`config.mk`:
```
export PLATFORM = sky130hd
export DESIGN_NAME = adc_serial_ctrl
export DESIGN_NICKNAME = d
export VERILOG_FILES = /design/src/rtl/adc_ctrl_pkg.sv /design/src/rtl/adc_ctrl_sync.sv /design/src/rtl/adc_ctrl_seq.sv /design/src/rtl/adc_ctrl_power.sv /design/src/rtl/adc_ctrl_shift.sv /design/src/rtl/adc_serial_ctrl.sv
export SDC_FILE = /design/constraint.sdc
export NUM_CORES = 1
export LEC_CHECK = 0
export BUFFER_PORTS_ARGS = -buffer_cell sky130_fd_sc_hd__buf_2
export CORE_MARGIN = 2
export CORE_UTILIZATION = 45
export CTS_CLUSTER_DIAMETER = 80
export DETAILED_ROUTE_END_ITERATION = 8
export GPL_TIMING_DRIVEN = 0
export PLACE_DENSITY_LB_ADDON = 0.3
export SKIP_CTS_REPAIR_TIMING = 1
export SYNTH_ARGS = -nofsm -noshare
export SYNTH_HDL_FRONTEND = slang
export SYNTH_SLANG_ARGS = --single-unit
```
`constraint.sdc`:
```
create_clock -name clk -period 4 [get_ports clk]
set_clock_uncertainty 0.2 [all_clocks]
set_input_delay 0.2 -clock clk [delete_from_list [all_inputs] [get_ports clk]]
set_output_delay 0.2 -clock clk [all_outputs]
set_load 0.01 [all_outputs]
```
`src/rtl/adc_ctrl_pkg.sv`:
```
// Shared definitions for the serial converter frame controller.
// Assumes: nothing beyond IEEE 1800-2017.
package adc_ctrl_pkg;

    // Frame sequencer states
    typedef enum logic [1:0] {
        SEQ_IDLE  = 2'd0,   // waiting for a select fall
        SEQ_FRAME = 2'd1,   // frame in progress, data driven
        SEQ_HOLD  = 2'd2    // frame complete, select still low
    } seq_state_t;

    // Total frame length from its parts
    function automatic int frame_bits(input int lead, input int res, input int trail);
        return lead + res + trail;
    endfunction

endpackage

```
`src/rtl/adc_ctrl_sync.sv`:
```
// Two-or-more-flop synchroniser with edge detection for one host line.
// Assumes: the input is asynchronous to clk and stays at each level for
// at least STAGES+1 clock cycles so that no edge is lost.
module adc_ctrl_sync #(
    parameter int   STAGES  = 2,
    parameter logic RST_VAL = 1'b0
) (
    input  logic clk,
    input  logic rst_n,
    input  logic async_in,
    output logic sync_lvl,
    output logic rise,
    output logic fall
);

    logic [STAGES-1:0] chain;
    logic              prev;

    generate
        for (genvar s = 0; s < STAGES; s++) begin : g_stage
            if (s == 0) begin : g_first
                // First stage samples the asynchronous line
                always_ff @(posedge clk) begin
                    if (!rst_n) chain[0] <= RST_VAL;
                    else        chain[0] <= async_in;
                end
            end else begin : g_next
                // Later stages settle the value
                always_ff @(posedge clk) begin
                    if (!rst_n) chain[s] <= RST_VAL;
                    else        chain[s] <= chain[s-1];
                end
            end
        end
    endgenerate

    // Delayed copy for edge detection
    always_ff @(posedge clk) begin
        if (!rst_n) prev <= RST_VAL;
        else        prev <= chain[STAGES-1];
    end

    assign sync_lvl = chain[STAGES-1];
    assign rise     = !prev &&  chain[STAGES-1];
    assign fall     =  prev && !chain[STAGES-1];

endmodule

```
`src/rtl/adc_ctrl_seq.sv`:
```
// Frame sequencer. It counts serial clock falls inside a frame, detects
// completion and early release, and runs the quiet-window timer.
// Assumes: edge pulses are single-cycle and synchronous to clk, and a select
// rise wins over a serial clock fall that arrives in the same cycle.
module adc_ctrl_seq
    import adc_ctrl_pkg::*;
#(
    parameter int FRAME_LEN = 16,
    parameter int QUIET_CYC = 20,
    parameter int EW        = $clog2(FRAME_LEN + 1),
    parameter int QW        = $clog2(QUIET_CYC + 1)
) (
    input  logic          clk,
    input  logic          rst_n,
    input  logic          cs_fall,
    input  logic          cs_rise,
    input  logic          sclk_fall,
    output logic          start_frame,
    output logic          shift_bit,
    output logic          frame_end,
    output logic [EW-1:0] end_edges,
    output logic          conv_active,
    output logic          quiet_busy,
    output logic          quiet_err
);

    localparam logic [EW-1:0] LAST_EDGE = EW'(FRAME_LEN - 1);
    localparam logic [EW-1:0] FULL_EDGE = EW'(FRAME_LEN);
    localparam logic [QW-1:0] QUIET_LD  = QW'(QUIET_CYC);

    seq_state_t    state;
    logic [EW-1:0] edge_cnt;
    logic [QW-1:0] quiet_cnt;
    logic          in_frame;
    logic          early_rel;
    logic          last_fall;

    assign in_frame   = (state == SEQ_FRAME);
    assign quiet_busy = (quiet_cnt != '0);
    assign early_rel  = in_frame && cs_rise;
    assign last_fall  = in_frame && !cs_rise && sclk_fall && (edge_cnt == LAST_EDGE);

    // Control pulses for the shifter and the power tracker
    always_comb begin
        start_frame = (state == SEQ_IDLE) && cs_fall && !quiet_busy;
        shift_bit   = in_frame && !cs_rise && sclk_fall && (edge_cnt != LAST_EDGE);
        frame_end   = early_rel || last_fall;
        end_edges   = early_rel ? edge_cnt : FULL_EDGE;
    end

    // State and falling-edge counter
    always_ff @(posedge clk) begin
        if (!rst_n) begin
            state    <= SEQ_IDLE;
            edge_cnt <= '0;
        end else begin
            case (state)
                SEQ_IDLE: begin
                    if (start_frame) begin
                        state    <= SEQ_FRAME;
                        edge_cnt <= '0;
                    end
                end
                SEQ_FRAME: begin
                    if (cs_rise) begin
                        state <= SEQ_IDLE;
                    end else if (sclk_fall) begin
                        edge_cnt <= edge_cnt + 1'b1;
                        if (edge_cnt == LAST_EDGE) state <= SEQ_HOLD;
                    end
                end
                SEQ_HOLD: begin
                    if (cs_rise) state <= SEQ_IDLE;
                end
                default: state <= SEQ_IDLE;
            endcase
        end
    end

    // Quiet-window timer, loaded at every frame end
    always_ff @(posedge clk) begin
        if (!rst_n)          quiet_cnt <= '0;
        else if (frame_end)  quiet_cnt <= QUIET_LD;
        else if (quiet_busy) quiet_cnt <= quiet_cnt - 1'b1;
    end

    // Sticky flag for a start request inside the quiet window
    always_ff @(posedge clk) begin
        if (!rst_n)                                        quiet_err <= 1'b0;
        else if ((state == SEQ_IDLE) && cs_fall && quiet_busy) quiet_err <= 1'b1;
    end

    assign conv_active = in_frame;

endmodule

```
`src/rtl/adc_ctrl_power.sv`:
```
// Power-mode tracker. It decodes the falling-edge count at each frame end
// into sleep, wake or no change, and flags frames that start asleep.
// Assumes: start_frame and frame_end are never high in the same cycle.
module adc_ctrl_power #(
    parameter int EW         = 5,
    parameter int KEEP_EDGES = 10,
    parameter int PDN_EDGES  = 2
) (
    input  logic          clk,
    input  logic          rst_n,
    input  logic          start_frame,
    input  logic          frame_end,
    input  logic [EW-1:0] end_edges,
    output logic          powered_up,
    output logic          frame_invalid
);

    localparam logic [EW-1:0] KEEP_TH = EW'(KEEP_EDGES);
    localparam logic [EW-1:0] PDN_TH  = EW'(PDN_EDGES);

    // Mode decision at the end of each frame
    always_ff @(posedge clk) begin
        if (!rst_n) begin
            powered_up <= 1'b1;
        end else if (frame_end) begin
            if (end_edges >= KEEP_TH)     powered_up <= 1'b1;
            else if (end_edges >= PDN_TH) powered_up <= 1'b0;
        end
    end

    // Mark a frame that starts while powered down
    always_ff @(posedge clk) begin
        if (!rst_n)           frame_invalid <= 1'b0;
        else if (start_frame) frame_invalid <= !powered_up;
    end

endmodule

```
`src/rtl/adc_ctrl_shift.sv`:
```
// Output shifter. It builds the padded frame word at the start of a frame,
// moves one bit per shift pulse (MSB first) and gates the pad enable.
// Assumes: the control pulses come from adc_ctrl_seq.
module adc_ctrl_shift #(
    parameter int RES_BITS = 12,
    parameter int LEAD     = 4,
    parameter int TRAIL    = 0,
    parameter int FLEN     = LEAD + RES_BITS + TRAIL
) (
    input  logic                clk,
    input  logic                rst_n,
    input  logic                start_frame,
    input  logic                shift_bit,
    input  logic                frame_end,
    input  logic [RES_BITS-1:0] conv_word,
    output logic                sdata_out,
    output logic                sdata_oe
);

    logic [FLEN-1:0] frame_q;
    logic [FLEN-1:0] frame_ld;

    // Place the result below the leading zeros and above the padding
    assign frame_ld = FLEN'(conv_word) << TRAIL;

    // Frame register: load, then shift toward the MSB
    always_ff @(posedge clk) begin
        if (!rst_n)           frame_q <= '0;
        else if (start_frame) frame_q <= frame_ld;
        else if (shift_bit)   frame_q <= {frame_q[FLEN-2:0], 1'b0};
    end

    // Pad enable spans exactly the frame
    always_ff @(posedge clk) begin
        if (!rst_n)           sdata_oe <= 1'b0;
        else if (start_frame) sdata_oe <= 1'b1;
        else if (frame_end)   sdata_oe <= 1'b0;
    end

    assign sdata_out = sdata_oe && frame_q[FLEN-1];

endmodule

```
`src/rtl/adc_serial_ctrl.sv`:
```
// Top of the serial converter frame and power-mode controller. It joins the
// synchronisers, the sequencer, the power tracker and the output shifter.
// Assumes: the host holds each cs_n_in and sclk_in level for at least three
// clk cycles, and RES_BITS is 10 or 12.
module adc_serial_ctrl
    import adc_ctrl_pkg::*;
#(
    parameter int RES_BITS   = 12,
    parameter int LEAD_ZEROS = 4,
    parameter int TRAIL_PAD  = 0,
    parameter int QUIET_CYC  = 20,
    parameter int KEEP_EDGES = 10,
    parameter int PDN_EDGES  = 2,
    parameter int SYNC_STG   = 2
) (
    input  logic                clk,
    input  logic                rst_n,
    input  logic                cs_n_in,
    input  logic                sclk_in,
    input  logic [RES_BITS-1:0] conv_word,
    output logic                sdata_out,
    output logic                sdata_oe,
    output logic                powered_up,
    output logic                conv_active,
    output logic                frame_invalid,
    output logic                quiet_err
);

    localparam int FRAME_LEN = frame_bits(LEAD_ZEROS, RES_BITS, TRAIL_PAD);
    localparam int EW        = $clog2(FRAME_LEN + 1);

    logic          cs_lvl, cs_rise, cs_fall;
    logic          sclk_lvl, sclk_rise, sclk_fall;
    logic          start_frame, shift_bit, frame_end, quiet_busy;
    logic [EW-1:0] end_edges;

    adc_ctrl_sync #(.STAGES(SYNC_STG), .RST_VAL(1'b1)) u_cs_sync (
        .clk(clk), .rst_n(rst_n), .async_in(cs_n_in),
        .sync_lvl(cs_lvl), .rise(cs_rise), .fall(cs_fall)
    );

    adc_ctrl_sync #(.STAGES(SYNC_STG), .RST_VAL(1'b0)) u_sclk_sync (
        .clk(clk), .rst_n(rst_n), .async_in(sclk_in),
        .sync_lvl(sclk_lvl), .rise(sclk_rise), .fall(sclk_fall)
    );

    adc_ctrl_seq #(.FRAME_LEN(FRAME_LEN), .QUIET_CYC(QUIET_CYC), .EW(EW)) u_seq (
        .clk(clk), .rst_n(rst_n),
        .cs_fall(cs_fall), .cs_rise(cs_rise), .sclk_fall(sclk_fall),
        .start_frame(start_frame), .shift_bit(shift_bit), .frame_end(frame_end),
        .end_edges(end_edges), .conv_active(conv_active),
        .quiet_busy(quiet_busy), .quiet_err(quiet_err)
    );

    adc_ctrl_power #(.EW(EW), .KEEP_EDGES(KEEP_EDGES), .PDN_EDGES(PDN_EDGES)) u_pwr (
        .clk(clk), .rst_n(rst_n),
        .start_frame(start_frame), .frame_end(frame_end), .end_edges(end_edges),
        .powered_up(powered_up), .frame_invalid(frame_invalid)
    );

    adc_ctrl_shift #(.RES_BITS(RES_BITS), .LEAD(LEAD_ZEROS), .TRAIL(TRAIL_PAD)) u_shift (
        .clk(clk), .rst_n(rst_n),
        .start_frame(start_frame), .shift_bit(shift_bit), .frame_end(frame_end),
        .conv_word(conv_word), .sdata_out(sdata_out), .sdata_oe(sdata_oe)
    );

    // Levels and rising serial clock edges are not needed by the datapath
    logic unused_ok;
    assign unused_ok = &{1'b0, cs_lvl, sclk_lvl, sclk_rise};

endmodule

```
Yosys cells after proc, flatten, opt, wreduce, memory -nomap -nowiden
Index checks and enable logic that the tools add are counted.
Widths: inputs -> output; s select.
{"block": "totals", "reg_bits": 38, "inputBits": 16, "output_inout_bits": 6, "elab_cells": 81}
{"block": "classes", "addsub": 2, "order_cmp": 2, "eq_ne": 10, "muxes": 19, "bitwise_logic": 1, "n_reduce_logical": 31}
{"cell": "$mux 5", "count": 6}
{"cell": "$mux 12", "count": 2}
{"cell": "$logic_and 1x1->1", "count": 12}
{"cell": "$mux 2", "count": 5}
{"cell": "$pmux 5 s2", "count": 1}
{"cell": "$reduce_bool 2->1", "count": 5}
{"cell": "$reduce_and 4->1", "count": 2}
{"cell": "$logic_not 1->1", "count": 6}
{"cell": "$pmux 2 s3", "count": 1}
{"cell": "$add 5x1->5 const B", "count": 1}
{"cell": "$eq 5x4->1 const B", "count": 1}
{"cell": "$ge 5x2->1 const B", "count": 1}
{"cell": "$ge 5x4->1 const B", "count": 1}
{"cell": "$ne 5x4->1 const B", "count": 1}
{"cell": "$reduce_bool 5->1", "count": 1}
{"cell": "$sub 5x1->5 const B", "count": 1}
{"cell": "$mux 1", "count": 4}
{"cell": "$ne 2x1->1 const B", "count": 2}
{"cell": "$ne 2x2->1 const B", "count": 2}
{"cell": "$reduce_or 2->1", "count": 2}
{"cell": "$ne 3x1->1 const B", "count": 1}
{"cell": "$ne 3x2->1 const B", "count": 1}
{"cell": "$eq 2x1->1 const B", "count": 1}
{"cell": "$eq 2x2->1 const B", "count": 1}
{"cell": "4 further kinds", "count": 4}

Depth between registers and ports, before layout
{"block": "depth", "depth_word": 9, "mapped_depth": 8, "ltp_nobuf": 7}

Cells and area by module
From an unflattened synthesis, not the netlist that was laid out.
{"block": "unflattened", "cells_unflattened": 170, "area_unflattened_um2": 1734.2}
{"mod": "adc_ctrl_shift", "instances": 1, "cells_each": 70, "area_each_um2": 789.5, "seq_area_each_um2": 340.3}
{"mod": "adc_ctrl_seq", "instances": 1, "cells_each": 76, "area_each_um2": 674.4, "seq_area_each_um2": 260.2}
{"mod": "adc_ctrl_sync", "instances": 2, "cells_each": 8, "area_each_um2": 91.3, "seq_area_each_um2": 60.1}
{"mod": "adc_ctrl_power", "instances": 1, "cells_each": 8, "area_each_um2": 87.6, "seq_area_each_um2": 40.0}

Least setup slack after synthesis
OpenSTA, ideal clock, no wires.
{"block": "synth_path", "path_kind": "register -> register", "start": "reg u_seq.edge_cnt[0]", "end": "reg u_shift.frame_q[11]", "setup_ns": 0.066, "t_arrival_ns": 1.687, "required_ns": 3.734, "setup_slack_ns": 2.047, "path_stages_with_launch": 8, "n_path_buf": 1, "synth_period_minus_slack_ns": 1.953, "path_cell_list": "dfxtp_1 ha_1 and3_1 ha_1 nor4b_4 buf_4 a22oi_1 a21boi_2"}
{"block": "synth_between", "elab_chain_cells": 3}
{"item": "from (decl)", "line": "adc_ctrl_seq.sv:32", "text": "logic [EW-1:0] edge_cnt;"}
{"item": "from (signal assigned)", "line": "adc_ctrl_seq.sv:68", "text": "edge_cnt <= edge_cnt + 1'b1;"}
{"item": "$ne 5x4->1", "line": "adc_ctrl_seq.sv:46", "text": "shift_bit = in_frame && !cs_rise && sclk_fall && (edge_cnt != LAST_EDGE);"}
{"item": "$logic_and 1x1->1", "line": "adc_ctrl_seq.sv:46"}
{"item": "$reduce_bool 2->1 (no line)"}
{"item": "to (signal assigned)", "line": "adc_ctrl_shift.sv:29", "text": "else if (start_frame) frame_q <= frame_ld;"}
{"item": "to (signal assigned)", "line": "adc_ctrl_shift.sv:30", "text": "else if (shift_bit) frame_q <= {frame_q[FLEN-2:0], 1'b0};"}
{"item": "to (decl)", "line": "adc_ctrl_shift.sv:20", "text": "logic [FLEN-1:0] frame_q;"}
No other way between the ends.
A chain may end at the register's enable or synchronous reset.

Final worst setup path
{"block": "layout_path", "start": "reg u_seq.edge_cnt[1]", "end": "reg u_shift.frame_q[6]"}
Same word-level chain as after synthesis.

==> impl.org <==
** Min path
- Type of the most critical hold path :: input port to flip-flop

** Detailed routing
- Vias :: 1398
- Detailed-router iteration count before antenna repair :: 4
- After detailed routing, the number of vias per cell comes to 5.36.
- After detailed routing, the average wire length per cell comes to 12.7 um.
- The detailed router finished its first iteration with 50 violations.
- Once detail routing completed, the nets flagged for antenna violations numbered 0.
- Detailed-route DRC error count :: 0
- Wires add up to 3310 um.

** STA
- Setup repair after global routing left no endpoint under its margin.
- Static timing analysis puts the maximum clock frequency at 0.459 GHz.
- Total Neg Setup Slack :: 0 ns
- Share of the clock period used by the worst path :: 54.5%
- The smallest clock period supported by the final layout is computed as 2.18 ns.
- At the pin with the least slew margin, the transition time is 0.472 ns.
- Final setup violation count :: 0
- The final count of hold timing violations is 0.
- Smallest setup slack after layout :: 1.82 ns
- Max-slew violation count :: 0
- Headroom to the max-slew limit came out at 68.1%.

** Global routing
- Layer carrying the most global-route usage :: met2
- Global routing used 22.7% of the available met1 tracks.
- Entering global routing, the biggest net connects 13 pins.
- Antenna violations before repair :: 0
- Number of global-route vias before repair :: 1278
- Global routing finished with a remaining overflow of 0.
- The first global-routing pass estimated 5800 um of wire.
- For this run, global-route usage on met3 was measured as 4.62%.
- Met2 GRT Util :: 29.1%
- Global routing used 17.7% of the available tracks across all layers.

** Synth
- After synthesis, the netlist uses 40 different library cells.
- Async set-reset flop share out of synthesis :: 0%
- The biggest area contributor in the post-synthesis netlist is dfxtp_1.
- Post-synthesis compound-gate area fraction :: 21.9%
- The Yosys step of the flow raised 0 warnings.
- Synthesis handed over a netlist of 179 instances.
- Dividing the synthesized area by the synthesized cell count gives 9.46 um^2.
- Dominant combinational cell family by area after synthesis :: simple AND/OR/NAND/NOR gates
- After synthesis, flip-flops and latches occupy 44.9% of the total area.
- After synthesis the netlist holds a flip-flop and latch count of 38.
- The synthesized netlist occupies a cell area of 0.00169 mm^2.
- Counting flops with a built-in enable in the synthesized netlist gives 0.
- In the synthesized netlist, mux cells make up 0.665% of the area.
- Ranked by total cell area, the synthesized netlist is headed by dfxtp_1, nand3_1, a21boi_2.
- Post-Syn Nets :: 198
- After Yosys synthesis, full adders, half adders and majority gates account for 2.22% of the synthesized area.
- Summed over its instances, the top area cell type makes up 44.9% of the synthesized netlist area.
- Post-synthesis simple-gate area fraction :: 25.7%
- Summing the areas of all xor and xnor instances in the mapped netlist gives 0.517% of the synthesized area.
- Ys flop type :: dfxtp_1

** Clock network
- Clock sink total :: 38
- Clock-pin slew was measured on the worst setup and hold paths at 0.07 ns.
- The later pin in the worst-skew pair is clocked with a latency of 0.29 ns.
- The clock passes through at most 2 buffers.
- The H-tree was split into 2 levels.
- TritonCTS built the clock tree.
- Clock tree synthesis inserted a total of 5 buffers.
- The cell sitting at the root of the clock tree is a clkbuf_8.

** Setup path
- Largest fanout on the critical path :: 10
- Walking the worst path, the cells encountered are ha_1 -> and3_1 -> ha_1 -> nor4b_4 -> buf_4 -> a22oi_1 -> a21boi_2.
- The worst setup path is captured at a flip-flop.
- Most common cell type on the critical path :: ha_1
- Startpoint types :: flip-flop
- Delay of the slowest critical-path stage :: 0.49 ns
- CP arrival :: 2.21 ns
- STA puts the critical path data required time at 4.03 ns.
- The slowest stage of the critical path belongs to the cell nor4b_4.
- Start-to-end type of the worst setup path :: flip-flop to flip-flop
- In this design, the largest share of critical-path delay is due to simple AND/OR/NAND/NOR gates.
- Buffers plus inverters on the worst setup path :: 1

** Placement
- Placed insts :: 248
- DP HPWL :: 2370 um
- OpenSTA, run right after detailed placement, puts the worst setup slack at 1.83 ns.
- Final estimated routing congestion in global placement :: 0.803
- Count of port buffers added during placement :: 21

** Floorplan
- Chip Width :: 65.4 um
- Die ar. :: 0.00427 mm^2
- The die is 65.4 um tall.
- Core area :: 0.00363 mm^2
- After floorplanning, the core was divided into 22 placement rows.
- Initial cell density of the core :: 46.6%
- IO Pins :: 22

** Pwr
- Dividing total power by cell area gives a power density of 512 mW/mm^2.
- Largest vdd supply drop :: 0.000217 V
- Summed over all cells, the static leakage comes to 0.780 nW.

** Status
- The run finished with clean final reports.

** Final layout
- 0 antenna diodes ended up in the layout.
- Leading cell type in the layout, fill and taps excluded :: dfxtp_1
- Synth-to-layout area growth :: 21.1%
- For this run, the share of the core covered by cells in the final layout is 56.5%.
- Leaving out fill and tap cells, the most frequent cells in the layout are dfxtp_1, buf_2, nand2_1.
- At the end of the flow, the number of nets in the layout was 231.
- Fin cells :: 261
- Share of post-route cells with drive strength above 1 :: 22.1%
- The filler cells instantiated in the layout total 382.

** Flow run
- The tool flagged a number of max-cap violations equal to 0.
[flip-flops by register name, summed over array words and instances (netlist names)]
signal / cells
u_shift.sdata_oe: 1
u_seq.edge_cnt: 5
u_sclk_sync.chain: 1
u_pwr.powered_up: 1
u_cs_sync.chain: 1
u_sclk_sync.prev: 1
u_seq.quiet_err: 1
u_sclk_sync.sync_lvl: 1
u_pwr.frame_invalid: 1
u_cs_sync.prev: 1
u_cs_sync.sync_lvl: 1
u_seq.quiet_cnt: 5
u_shift.frame_q: 16
u_seq.state: 2
[metrics by stage]
stage / cell area (um^2) / power, mW / hold slack, ns
global placement: 1860 / 0.657 / 0.182
global route: 2050 / 1.11 / 0.0182
finish: 2050 / 1.05 / 0.00697
CTS: 2000 / 1.06 / -0.111
floorplan: 1690 / 0.614 / 0.0730
detailed placement: 1860 / 0.660 / 0.188
[cells in the mapped netlist (all sizes together), types with 6 or more instances]
library cell   n
nor2           9
nand3         16
nand2b         6
a21oi          7
dfxtp         38
a22oi         11
a21boi        16
nand2         17
[routing by layer]
layer,part of all wire [%],up-vias
met3,2.4,2
met5,0,-
met2,50,17
met4,0.51,0
li1,-,708
met1,48,671
[logic make-up after synthesis]
group,count (synthesis)
flip-flops,38
AO/OA/AOI/OAI,48
AND/OR/NAND/NOR,75
XOR/XNOR,1
adder cells (fa/ha/maj),3
multiplexers,1
buffers and inverters,13
[worst reg2reg max path, cell delays in order, from the launching register on]
cell and delay, ns:
dfxtp_1 0.35, ha_1 0.21, and3_1 0.18, ha_1 0.23, nor4b_4 0.49, buf_4 0.26
a22oi_1 0.09, a21boi_2 0.11
[report_power, final]
part	total [mW]	leakage [nW]	internal [mW]	switching, mW
Clock	0.398	0.0714	0.266	0.132
Combinational	0.219	0.400	0.104	0.114
Sequential	0.435	0.309	0.410	0.0246
Total	1.05	0.780	0.780	0.271
[cell type report]
cell class	count	area (um^2)	share of cell area, %
multi-input combinational	128	863	42.1
sequential	38	761	37.1
timing repair buffer	26	155	7.56
clock buffer	6	82.6	4.02
buffer	9	55.1	2.68
tap	48	60.1	2.93
clock inverter	2	60.1	2.93
inverter	4	15.0	0.732
[path summary, 6_finish.rpt]
kind	endpoint	cells after the start	slack, ns	start
worst max-delay path	u_shift.frame_q[6]	7	1.82	u_seq.edge_cnt[1]
worst min register to register	u_cs_sync.sync_lvl	1	0.21	u_cs_sync.chain[0]
worst max register to register	u_shift.frame_q[6]	7	1.82	u_seq.edge_cnt[1]
worst min-delay path	u_shift.frame_q[2]	3	0.007	conv_word[2]
(Power assumes the default switching activity.)
